$ cat config.mk
export PLATFORM = sky130hd
export DESIGN_NAME = rx_mirror_scanner
export DESIGN_NICKNAME = d
export VERILOG_FILES = /design/src/rtl/mirror_pkg.sv /design/src/rtl/mirror_en_bank.sv /design/src/rtl/mirror_prio_pick.sv /design/src/rtl/mirror_regs.sv /design/src/rtl/rx_mirror_scanner.sv
export SDC_FILE = /design/constraint.sdc
export NUM_CORES = 1
export LEC_CHECK = 0
export BUFFER_PORTS_ARGS = -buffer_cell sky130_fd_sc_hd__clkbuf_2
export CORE_ASPECT_RATIO = 0.5
export CORE_MARGIN = 1.5
export CORE_UTILIZATION = 53
export CTS_CLUSTER_SIZE = 10
export DETAILED_ROUTE_END_ITERATION = 6
export HOLD_SLACK_MARGIN = 0.03
export PLACE_DENSITY_LB_ADDON = 0.3
export RECOVER_POWER = 100
export SYNTH_ARGS = -nofsm -noshare
export SYNTH_HDL_FRONTEND = slang
export SYNTH_SLANG_ARGS = --single-unit
$ cat constraint.sdc
create_clock -name clk -period 3.55 [get_ports clk]
set_input_delay 0.71 -clock clk [delete_from_list [all_inputs] [get_ports clk]]
set_output_delay 0.71 -clock clk [all_outputs]
set_load 0.01 [all_outputs]
$ cat src/rtl/mirror_pkg.sv
package mirror_pkg;

   typedef enum logic [1:0] {
      XF_IDLE  = 2'd0,
      XF_READ  = 2'd1,
      XF_WBACK = 2'd2
   } xfer_state_e;

   localparam int unsigned MIRROR_WORDS = 5;
   localparam logic [2:0]  WORD_LAST    = 3'd4;
   localparam int unsigned OBS_OBJ_LSB  = 16;

endpackage

$ cat src/rtl/mirror_en_bank.sv
module mirror_en_bank #(
   parameter int unsigned NUM_OBJ = 128,
   parameter int unsigned HW      = 16,
   parameter int unsigned HWI_W   = 3
) (
   input  logic               clk,
   input  logic               rst_n,
   input  logic               wr_en,
   input  logic [HWI_W-1:0]   wr_hw,
   input  logic [HW-1:0]      wr_data,
   input  logic [HWI_W-1:0]   rd_hw,
   output logic [HW-1:0]      rd_data,
   output logic [NUM_OBJ-1:0] en_bits
);
   localparam int unsigned NHW = NUM_OBJ / HW;

   logic [HW-1:0]  hw_q [NHW];
   logic [NHW-1:0] hit;

   for (genvar h = 0; h < NHW; h++) begin : g_hw
      assign hit[h] = wr_en && (wr_hw == HWI_W'(h));
      assign en_bits[h*HW +: HW] = hw_q[h];
   end

   always_ff @(posedge clk or negedge rst_n) begin
      if (!rst_n) begin
         for (int h = 0; h < NHW; h++) hw_q[h] <= '0;
      end else begin
         for (int h = 0; h < NHW; h++)
            if (hit[h]) hw_q[h] <= wr_data;
      end
   end

   if (NHW == (1 << HWI_W)) begin : g_full
      assign rd_data = hw_q[rd_hw];
   end else begin : g_part
      always_comb begin
         rd_data = '0;
         for (int h = 0; h < NHW; h++)
            if (rd_hw == HWI_W'(h)) rd_data = hw_q[h];
      end
   end

endmodule

$ cat src/rtl/mirror_prio_pick.sv
module mirror_prio_pick #(
   parameter int unsigned N       = 128,
   parameter int unsigned IDX_W   = 7,
   parameter int unsigned GRP     = 16,
   parameter bit          GROUPED = 1'b1
) (
   input  logic [N-1:0]     vec,
   output logic             any,
   output logic [IDX_W-1:0] idx
);
   assign any = |vec;

   if (GROUPED) begin : g_two
      localparam int unsigned NG   = N / GRP;
      localparam int unsigned GI_W = $clog2(NG);
      localparam int unsigned LI_W = $clog2(GRP);

      logic [NG-1:0]   gany;
      logic [GI_W-1:0] gsel;
      logic [GRP-1:0]  lane;
      logic [LI_W-1:0] lsel;

      for (genvar g = 0; g < NG; g++) begin : g_grp
         assign gany[g] = |vec[g*GRP +: GRP];
      end

      always_comb begin
         gsel = '0;
         for (int g = NG - 1; g >= 0; g--)
            if (gany[g]) gsel = GI_W'(g);
      end

      assign lane = vec[gsel*GRP +: GRP];

      always_comb begin
         lsel = '0;
         for (int i = GRP - 1; i >= 0; i--)
            if (lane[i]) lsel = LI_W'(i);
      end

      assign idx = IDX_W'({gsel, lsel});
   end else begin : g_flat
      always_comb begin
         idx = '0;
         for (int i = N - 1; i >= 0; i--)
            if (vec[i]) idx = IDX_W'(i);
      end
   end

endmodule

$ cat src/rtl/mirror_regs.sv
module mirror_regs
   import mirror_pkg::*;
#(
   parameter int unsigned DW    = 32,
   parameter int unsigned OBJ_W = 7,
   parameter int unsigned IDX_W = 3
) (
   input  logic             clk,
   input  logic             rst_n,
   input  logic             cap_vld,
   input  logic [2:0]       cap_word,
   input  logic [DW-1:0]    cap_data,
   input  logic             busy,
   input  logic             held,
   input  logic [OBJ_W-1:0] obj,
   input  logic [IDX_W-1:0] rd_idx,
   output logic [DW-1:0]    rd_data
);
   logic [DW-1:0] word_q [MIRROR_WORDS];
   logic [DW-1:0] obs;

   always_ff @(posedge clk or negedge rst_n) begin
      if (!rst_n) begin
         for (int w = 0; w < MIRROR_WORDS; w++) word_q[w] <= '0;
      end else if (cap_vld) begin
         for (int w = 0; w < MIRROR_WORDS; w++)
            if (cap_word == 3'(w)) word_q[w] <= cap_data;
      end
   end

   always_comb begin
      obs                       = '0;
      obs[0]                    = busy;
      obs[1]                    = held;
      obs[OBS_OBJ_LSB +: OBJ_W] = obj;
   end

   always_comb begin
      rd_data = '0;
      if (rd_idx == '0) rd_data = obs;
      for (int w = 0; w < MIRROR_WORDS; w++)
         if (rd_idx == IDX_W'(w + 1)) rd_data = word_q[w];
   end

endmodule

$ cat src/rtl/rx_mirror_scanner.sv
module rx_mirror_scanner
   import mirror_pkg::*;
#(
   parameter int unsigned NUM_OBJ      = 128,
   parameter int unsigned DW           = 32,
   parameter int unsigned HW           = 16,
   parameter int unsigned PICK_GRP     = 16,
   parameter bit          PICK_GROUPED = 1'b1,
   localparam int unsigned OBJ_W = $clog2(NUM_OBJ),
   localparam int unsigned NHW   = NUM_OBJ / HW,
   localparam int unsigned HWI_W = $clog2(NHW),
   localparam int unsigned IDX_W = (HWI_W > 3) ? HWI_W : 3,
   localparam int unsigned SEL_W = IDX_W + 1
) (
   input  logic               clk,
   input  logic               rst_n,
   input  logic [NUM_OBJ-1:0] obj_valid,
   input  logic [NUM_OBJ-1:0] obj_newdat,
   input  logic               en_we,
   input  logic [HWI_W-1:0]   en_hw,
   input  logic [HW-1:0]      en_wdata,
   input  logic               dma_en,
   input  logic               rd_en,
   input  logic [SEL_W-1:0]   rd_sel,
   output logic [DW-1:0]      rd_data,
   output logic               ram_re,
   output logic [OBJ_W-1:0]   ram_obj,
   output logic [2:0]         ram_word,
   input  logic [DW-1:0]      ram_rdata,
   output logic               ndclr_vld,
   output logic [OBJ_W-1:0]   ndclr_obj,
   output logic               dma_req
);
   if ((NUM_OBJ % HW) != 0 || NHW < 2) begin : g_bad_bank
      $error("enable bank must hold at least two whole halfwords");
   end
   if (DW < OBS_OBJ_LSB + OBJ_W || DW < HW) begin : g_bad_dw
      $error("data width too narrow for observation word or enable halfword");
   end
   if (PICK_GROUPED && ((NUM_OBJ % PICK_GRP) != 0 ||
                        (PICK_GRP & (PICK_GRP - 1)) != 0 ||
                        NUM_OBJ / PICK_GRP < 2)) begin : g_bad_grp
      $error("picker group must be a power of two dividing the object count");
   end

   xfer_state_e        st;
   logic [2:0]         wcnt;
   logic [OBJ_W-1:0]   sel_obj;
   logic               held;
   logic               cap_vld;
   logic [2:0]         cap_word;
   logic [NUM_OBJ-1:0] en_bits;
   logic [NUM_OBJ-1:0] cand;
   logic               pick_any;
   logic [OBJ_W-1:0]   pick_idx;
   logic [HW-1:0]      hw_rd;
   logic [DW-1:0]      mir_rd;
   logic               hw_ok;
   logic               clr_rd;

   mirror_en_bank #(.NUM_OBJ(NUM_OBJ), .HW(HW), .HWI_W(HWI_W)) u_en (
      .clk     (clk),
      .rst_n   (rst_n),
      .wr_en   (en_we),
      .wr_hw   (en_hw),
      .wr_data (en_wdata),
      .rd_hw   (rd_sel[HWI_W-1:0]),
      .rd_data (hw_rd),
      .en_bits (en_bits)
   );

   assign cand = obj_valid & obj_newdat & en_bits;

   mirror_prio_pick #(.N(NUM_OBJ), .IDX_W(OBJ_W), .GRP(PICK_GRP),
                      .GROUPED(PICK_GROUPED)) u_pick (
      .vec (cand),
      .any (pick_any),
      .idx (pick_idx)
   );

   assign clr_rd = rd_en && !rd_sel[SEL_W-1] &&
                   (rd_sel[IDX_W-1:0] <= IDX_W'(MIRROR_WORDS));

   always_ff @(posedge clk or negedge rst_n) begin
      if (!rst_n) begin
         st       <= XF_IDLE;
         wcnt     <= '0;
         sel_obj  <= '0;
         held     <= 1'b0;
         cap_vld  <= 1'b0;
         cap_word <= '0;
      end else begin
         cap_vld  <= (st == XF_READ);
         cap_word <= wcnt;
         case (st)
            XF_IDLE: begin
               if (!held && pick_any) begin
                  sel_obj <= pick_idx;
                  wcnt    <= '0;
                  st      <= XF_READ;
               end
            end
            XF_READ: begin
               wcnt <= wcnt + 3'd1;
               if (wcnt == WORD_LAST) st <= XF_WBACK;
            end
            XF_WBACK: st <= XF_IDLE;
            default:  st <= XF_IDLE;
         endcase
         if (st == XF_WBACK)  held <= 1'b1;
         else if (clr_rd)     held <= 1'b0;
      end
   end

   assign ram_re    = (st == XF_READ);
   assign ram_obj   = sel_obj;
   assign ram_word  = wcnt;
   assign ndclr_vld = (st == XF_WBACK);
   assign ndclr_obj = sel_obj;
   assign dma_req   = held && dma_en;

   mirror_regs #(.DW(DW), .OBJ_W(OBJ_W), .IDX_W(IDX_W)) u_regs (
      .clk      (clk),
      .rst_n    (rst_n),
      .cap_vld  (cap_vld),
      .cap_word (cap_word),
      .cap_data (ram_rdata),
      .busy     (st != XF_IDLE),
      .held     (held),
      .obj      (sel_obj),
      .rd_idx   (rd_sel[IDX_W-1:0]),
      .rd_data  (mir_rd)
   );

   assign hw_ok   = 32'(rd_sel[IDX_W-1:0]) < NHW;
   assign rd_data = rd_sel[SEL_W-1] ? (hw_ok ? DW'(hw_rd) : '0) : mir_rd;

endmodule

Yosys cells after proc, flatten, opt, wreduce, memory -nomap -nowiden
Cells that the tools add are included.
{ "word_totals": {"reg_bits": 305, "in_bits": 316, "out_inout_bits": 52, "word_cells": 126} }
{ "op_classes": {"addsub": 1, "order_cmp": 2, "eq_ne": 21, "shift": 1, "n_mux": 41, "bitwise": 3, "reduce_logical": 38} }
{ "ops": {"columns": ["op", "count"], "rows": [
  ["$and 128x128->128", 2],
  ["$mux 32", 6],
  ["$reduce_or 128->1", 1],
  ["$reduce_or 16->1", 8],
  ["$shiftx 128x8->16", 1],
  ["$mux 4", 16],
  ["$bmux 16 s3", 1],
  ["$mux 16", 2],
  ["$mux 3", 9],
  ["$eq 3x3->1 const B", 8],
  ["$mux 23", 1],
  ["$eq 3x2->1 const B", 6],
  ["$reduce_and 2->1", 8],
  ["$logic_and 1x1->1", 12],
  ["$eq 3x1->1 const B", 3],
  ["$logic_not 3->1", 3],
  ["$pmux 3 s2", 1],
  ["$reduce_bool 2->1", 3],
  ["$ge 4x4->1 const B", 1],
  ["$mux 2", 2],
  ["$not 3->4", 1],
  ["$pmux 2 s2", 1],
  ["$add 3x1->3 const B", 1],
  ["$le 3x3->1 const B", 1],
  ["7 further kinds", 9]
]} }

Logic depth before layout (Yosys ltp)
{ "logic_depth": {"word_depth": 28, "mapped_depth": 14, "ltp_nobuf": 11} }

By module
Synthesis repeated with hierarchy kept, for this count alone.
{ "unflattened": {"cells_unflattened": 1328, "area_unflattened_um2": 16958.8} }
{ "by_module_without_submodules": {"columns": ["module", "instances", "cells_each", "area_each_um2", "seq_area_each_um2"], "rows": [
  ["mirror_regs", 1, 529, 7455.9, 4003.8],
  ["mirror_en_bank", 1, 336, 5929.4, 3203.1],
  ["rx_mirror_scanner", 1, 219, 1815.5, 425.4],
  ["mirror_prio_pick", 1, 244, 1757.9, 0.0]
]} }

Worst setup path after synthesis
Ideal clock, no wire load.
{ "synth_path": {"path_type": "input-to-output", "start": "in rd_sel[0]", "end": "out rd_data[15]", "t_arrival_ns": 2.461, "required_ns": 2.840, "path_slack_ns": 0.379, "cell_stages": 6, "path_buffers": 3, "cell_sequence": "clkbuf_1 clkbuf_1 clkbuf_1 mux4_2 nand2_1 a31oi_1"} }
{ "synth_via": {"elab_chain_len": 7, "word_cells_on_any_way": 15, "classes_between": "eq/ne: 5; mux: 9; bitwise: 1"} }
{ "synth_rtl": {"columns": ["element", "line", "rtl"], "rows": [
  ["from (decl)", "rx_mirror_scanner.sv:24", "input logic [SEL_W-1:0] rd_sel,"],
  ["$eq 3x1->1", "mirror_regs.sv:42", "if (rd_idx == IDX_W'(w + 1)) rd_data = word_q[w];"],
  ["$mux 32 (5 in a row)", "mirror_regs.sv:42", null],
  ["$mux 32 *", "rx_mirror_scanner.sv:136", "assign rd_data = rd_sel[SEL_W-1] ? (hw_ok ? DW'(hw_rd) : '0) : mir_rd;"],
  ["to (decl)", "rx_mirror_scanner.sv:25", "output logic [DW-1:0] rd_data,"]
]} }
Every way passes the cells marked *; elsewhere a longest branch is shown, timed or not. The select of a mux whose other input is x is not followed.

Worst setup path after layout
{ "layout_path": {"start": "in rd_sel[3]", "end": "out rd_data[13]"} }
{ "layout_via": {"elab_chain_len": 1} }
{ "layout_rtl": {"columns": ["element", "line"], "rows": [
  ["$mux 32", "rx_mirror_scanner.sv:136"]
]} }
Every way passes these cells.

==> results by group <==
Outcome
  – Status: finished, violations left
  – Failing checks: capacitance limit, slew limit

Global route
  – GR Util met1: 0.490
  – First-pass GRT wire length: 90,500 um
  – Global Route met3 Usage: 0.116
  – Total congestion overflow: 0
  – M2 GR Usage: 0.616
  – Vias in the first global route: 15,000
  – Largest net degree at the start of global routing: 107
  – Initial antenna violation count: 3
  – Global-route usage over all layers: 0.384
  – Busiest grt layer: met2

Synth
  – Async SR Flop Fraction: 1.00
  – Top FF cell, synth: dfrtp_1
  – Netlist cell types: 81
  – Post-synthesis adder-cell area fraction: 0.00154
  – Flops & latches, synth: 305
  – Ys Warns: 0
  – Synth area leader: dfrtp_1
  – Simple-gate portion of the synthesized area: 0.125
  – Top cell type's share of synthesized area: 0.470
  – Syn Nets: 1,660
  – Syn_area_per_cell: 12.1 um2
  – Synth Cell Area: 16,200 um2
  – Compound-Gate Fraction of Synth Area: 0.0836
  – Mux cell area share after synthesis: 0.295
  – Post-synth EDFFs: 0
  – Largest family of logic cells by synthesized area: multiplexers
  – Top post-synthesis cells by area: dfrtp_1 47%, mux2_2 22%, mux4_2 5.3%
  – Post-Synth XOR/XNOR Area: 0.000540
  – Post-synthesis cell count: 1,342
  – Seq/Total Area, Yosys: 0.470

CTS
  – CTS tree: built
  – Post-CTS Hold Buffers: 0
  – Clock sink count: 305
  – Worst-Skew Late Latency: 550 ps
  – Clock root cell: clkbuf_16
  – Clock-pin transition on the worst setup and hold timing paths: 50 ps
  – CTS max path bufs: 3
  – TritonCTS Buffers: 36
  – CTS H-tree lvls: 2

Floorplan
  – Die Width: 250 um
  – Core area: 30,200 um2
  – Die area: 31,700 um2
  – Number of I/O pins: 368
  – # rows: 45
  – Die Span Y: 127 um
  – Initial Util: 0.537

Job
  – Max-Cap Viols: 14

Power
  – Share of total power in combinational logic: 0.343
  – Clk pwr share: 0.242
  – Switching share of power: 0.330
  – Net Switching: 4.58 mW
  – Static leakage: 8.95 nW
  – Internal power: 9.30 mW
  – Sequential share of power: 0.415
  – PD cells: 685 nW/um2
  – Maximum vdd ir drop: 344 uV

STA
  – Hold Fails Final Rpt: 0
  – Final period util: 0.987
  – Final count of negative-setup-slack endpoints: 0
  – Hold Worst Slack: 449 ps
  – Slew HR: -0.836
  – Fin Setup TNS: 0 ps
  – Final Max Tran Viols: 376
  – Final worst setup slack: 47.2 ps
  – Worst Skew: 20.0 ps
  – Crit path time final: 3500 ps
  – Worst Max-Slew Pin Slew: 2750 ps
  – Fmax: 285 MHz

Detailed routing
  – Pre-Repair DR Iteration Count: 5
  – 1st-iter DRT viols: 1,316
  – Post-DRT Antenna Nets: 0
  – Routed wire length: 60,600 um
  – Remaining DRCs: 0
  – Vias per inst: 6.40
  – Total number of vias: 14,100
  – WL/cell: 27.4 um

Critical path
  – Worst setup SP type: input port
  – Worst reg-to-reg path cell count: 13
  – R2R Path Start: u_en.en_bits[64]
  – Worst-path fanout max: 24
  – Data arrival time of the critical path: 2790 ps
  – Reg-to-reg endpoint: ndclr_obj[1]
  – CP required: 2840 ps
  – Reg2Reg Setup Slack: 110 ps
  – Critical path class: input port to output pin
  – Critical path capture point type: output pin

Final layout
  – Most frequent cells in the layout: 322 x clkbuf_2, 315 x mux2_2, 305 x dfrtp_1
  – Final Core Density: 0.670
  – Register area: 7630 um2
  – Layout area overhead: 24.8%
  – Layout cells sized above 1: 0.488
  – FILL cells: 2,357
  – Multi-input gate area: 8240 um2
  – Most common cell after layout, fill and taps aside: clkbuf_2
  – Final nets: 2,126

Worst hold path
  – HP Start: ram_word[2]
  – WHS Path Cells: 0
  – Hold path endpoint: cap_word[2]
  – Hold/Removal Path Class: register to register

Place
  – Final Wtd Congestion: 0.968
  – DP HPWL: 45,000 um
  – Port Buffer Count: 367
  – DP Worst Slack: -397 ps
[repair_timing]
action | CTS | global route
endpoints found under the setup margin | 1 | 4
pin swaps | 0 | 6
gates resized for setup | 1 | 7
setup buffers | 0 | 1
[cells in the mapped netlist, drive strengths merged (8+ instances only)]
| cell | instances |
|---|---|
| a31oi | 18 |
| o21ai | 48 |
| mux4 | 38 |
| dfrtp | 305 |
| buf | 25 |
| nor2 | 60 |
| a22oi | 24 |
| nand3 | 126 |
| o22ai | 16 |
| mux2 | 317 |
| nand4 | 30 |
| nand2 | 66 |
| nor4 | 12 |
| and3 | 17 |
| a211oi | 13 |
| and2 | 8 |
| o22a | 10 |
| mux2i | 36 |
| clkbuf | 59 |
| nor3 | 11 |
| a21oi | 11 |
[power by group through the flow]
stage / Clock (mW) / Combinational (mW) / Sequential [mW]
6_report: 3.36 / 4.76 / 5.75
5_1_grt: 3.54 / 5.08 / 5.90
4_1_cts: 3.38 / 4.78 / 5.73
3_5_place_dp: 0 / 4.74 / 5.78
3_3_place_gp: 0 / 4.55 / 5.65
2_1_floorplan: 0 / 3.25 / 5.44
[metrics by stage]
step | total power, mW | std cells | cell area (um2)
2_1_floorplan | 8.69 | 1342 | 16200
3_3_place_gp | 10.2 | 2168 | 19400
3_5_place_dp | 10.5 | 2168 | 19400
4_1_cts | 13.9 | 2209 | 20400
5_1_grt | 14.5 | 2212 | 20300
6_report | 13.9 | 2212 | 20300
[area by class of cell]
| class | instances | share of cell area |
|---|---|---|
| multi-input cells | 948 | 0.407 |
| clock inverters | 4 | 0.00371 |
| repair buffers | 512 | 0.142 |
| diodes | 2 | 0.000247 |
| inverters | 5 | 0.000927 |
| well taps | 399 | 0.0247 |
| flip-flops and latches | 305 | 0.377 |
| clock buffers | 37 | 0.0447 |
[registers in the layout (all words and copies together), names as in the netlist]
| signal | flops |
|---|---|
| held | 1 |
| u_en.en_bits | 128 |
| cap_vld | 1 |
| st | 2 |
| ram_word | 3 |
| ndclr_obj | 7 |
| u_regs.word_q | 160 |
| cap_word | 3 |
[cells by family after synthesis]
logic type | Yosys count
compound gates | 189
xor+xnor | 1
fa+ha+maj | 2
buf+inv | 89
flops | 305
mux | 391
simple gates | 365
[worst max-delay path, cell delays in order]
cell and delay, ps:
clkbuf_1 1150, nor2_1 440, a31oi_1 310, clkbuf_1 180
[worst max path at each step]
stage / to / from / slack, ps / cells past startpoint
CTS: ndclr_obj[2] / u_en.en_bits[112] / 20 / 13
floorplan: rd_data[15] / rd_sel[0] / 380 / 6
finish: rd_data[13] / rd_sel[3] / 50 / 4
global route: ndclr_obj[1] / u_en.en_bits[64] / -2 / 13
global placement: ndclr_obj[1] / obj_valid[74] / -340 / 14
detailed placement: ndclr_obj[1] / obj_valid[102] / -400 / 12
[routing by layer]
metal  vias up  part of all wire
met5         -           0.00031
met4         2             0.042
met3       177              0.10
met2       745              0.46
met1      7215              0.39
li1       6007                 -
No activity file was read; power rests on OpenSTA's default activity.
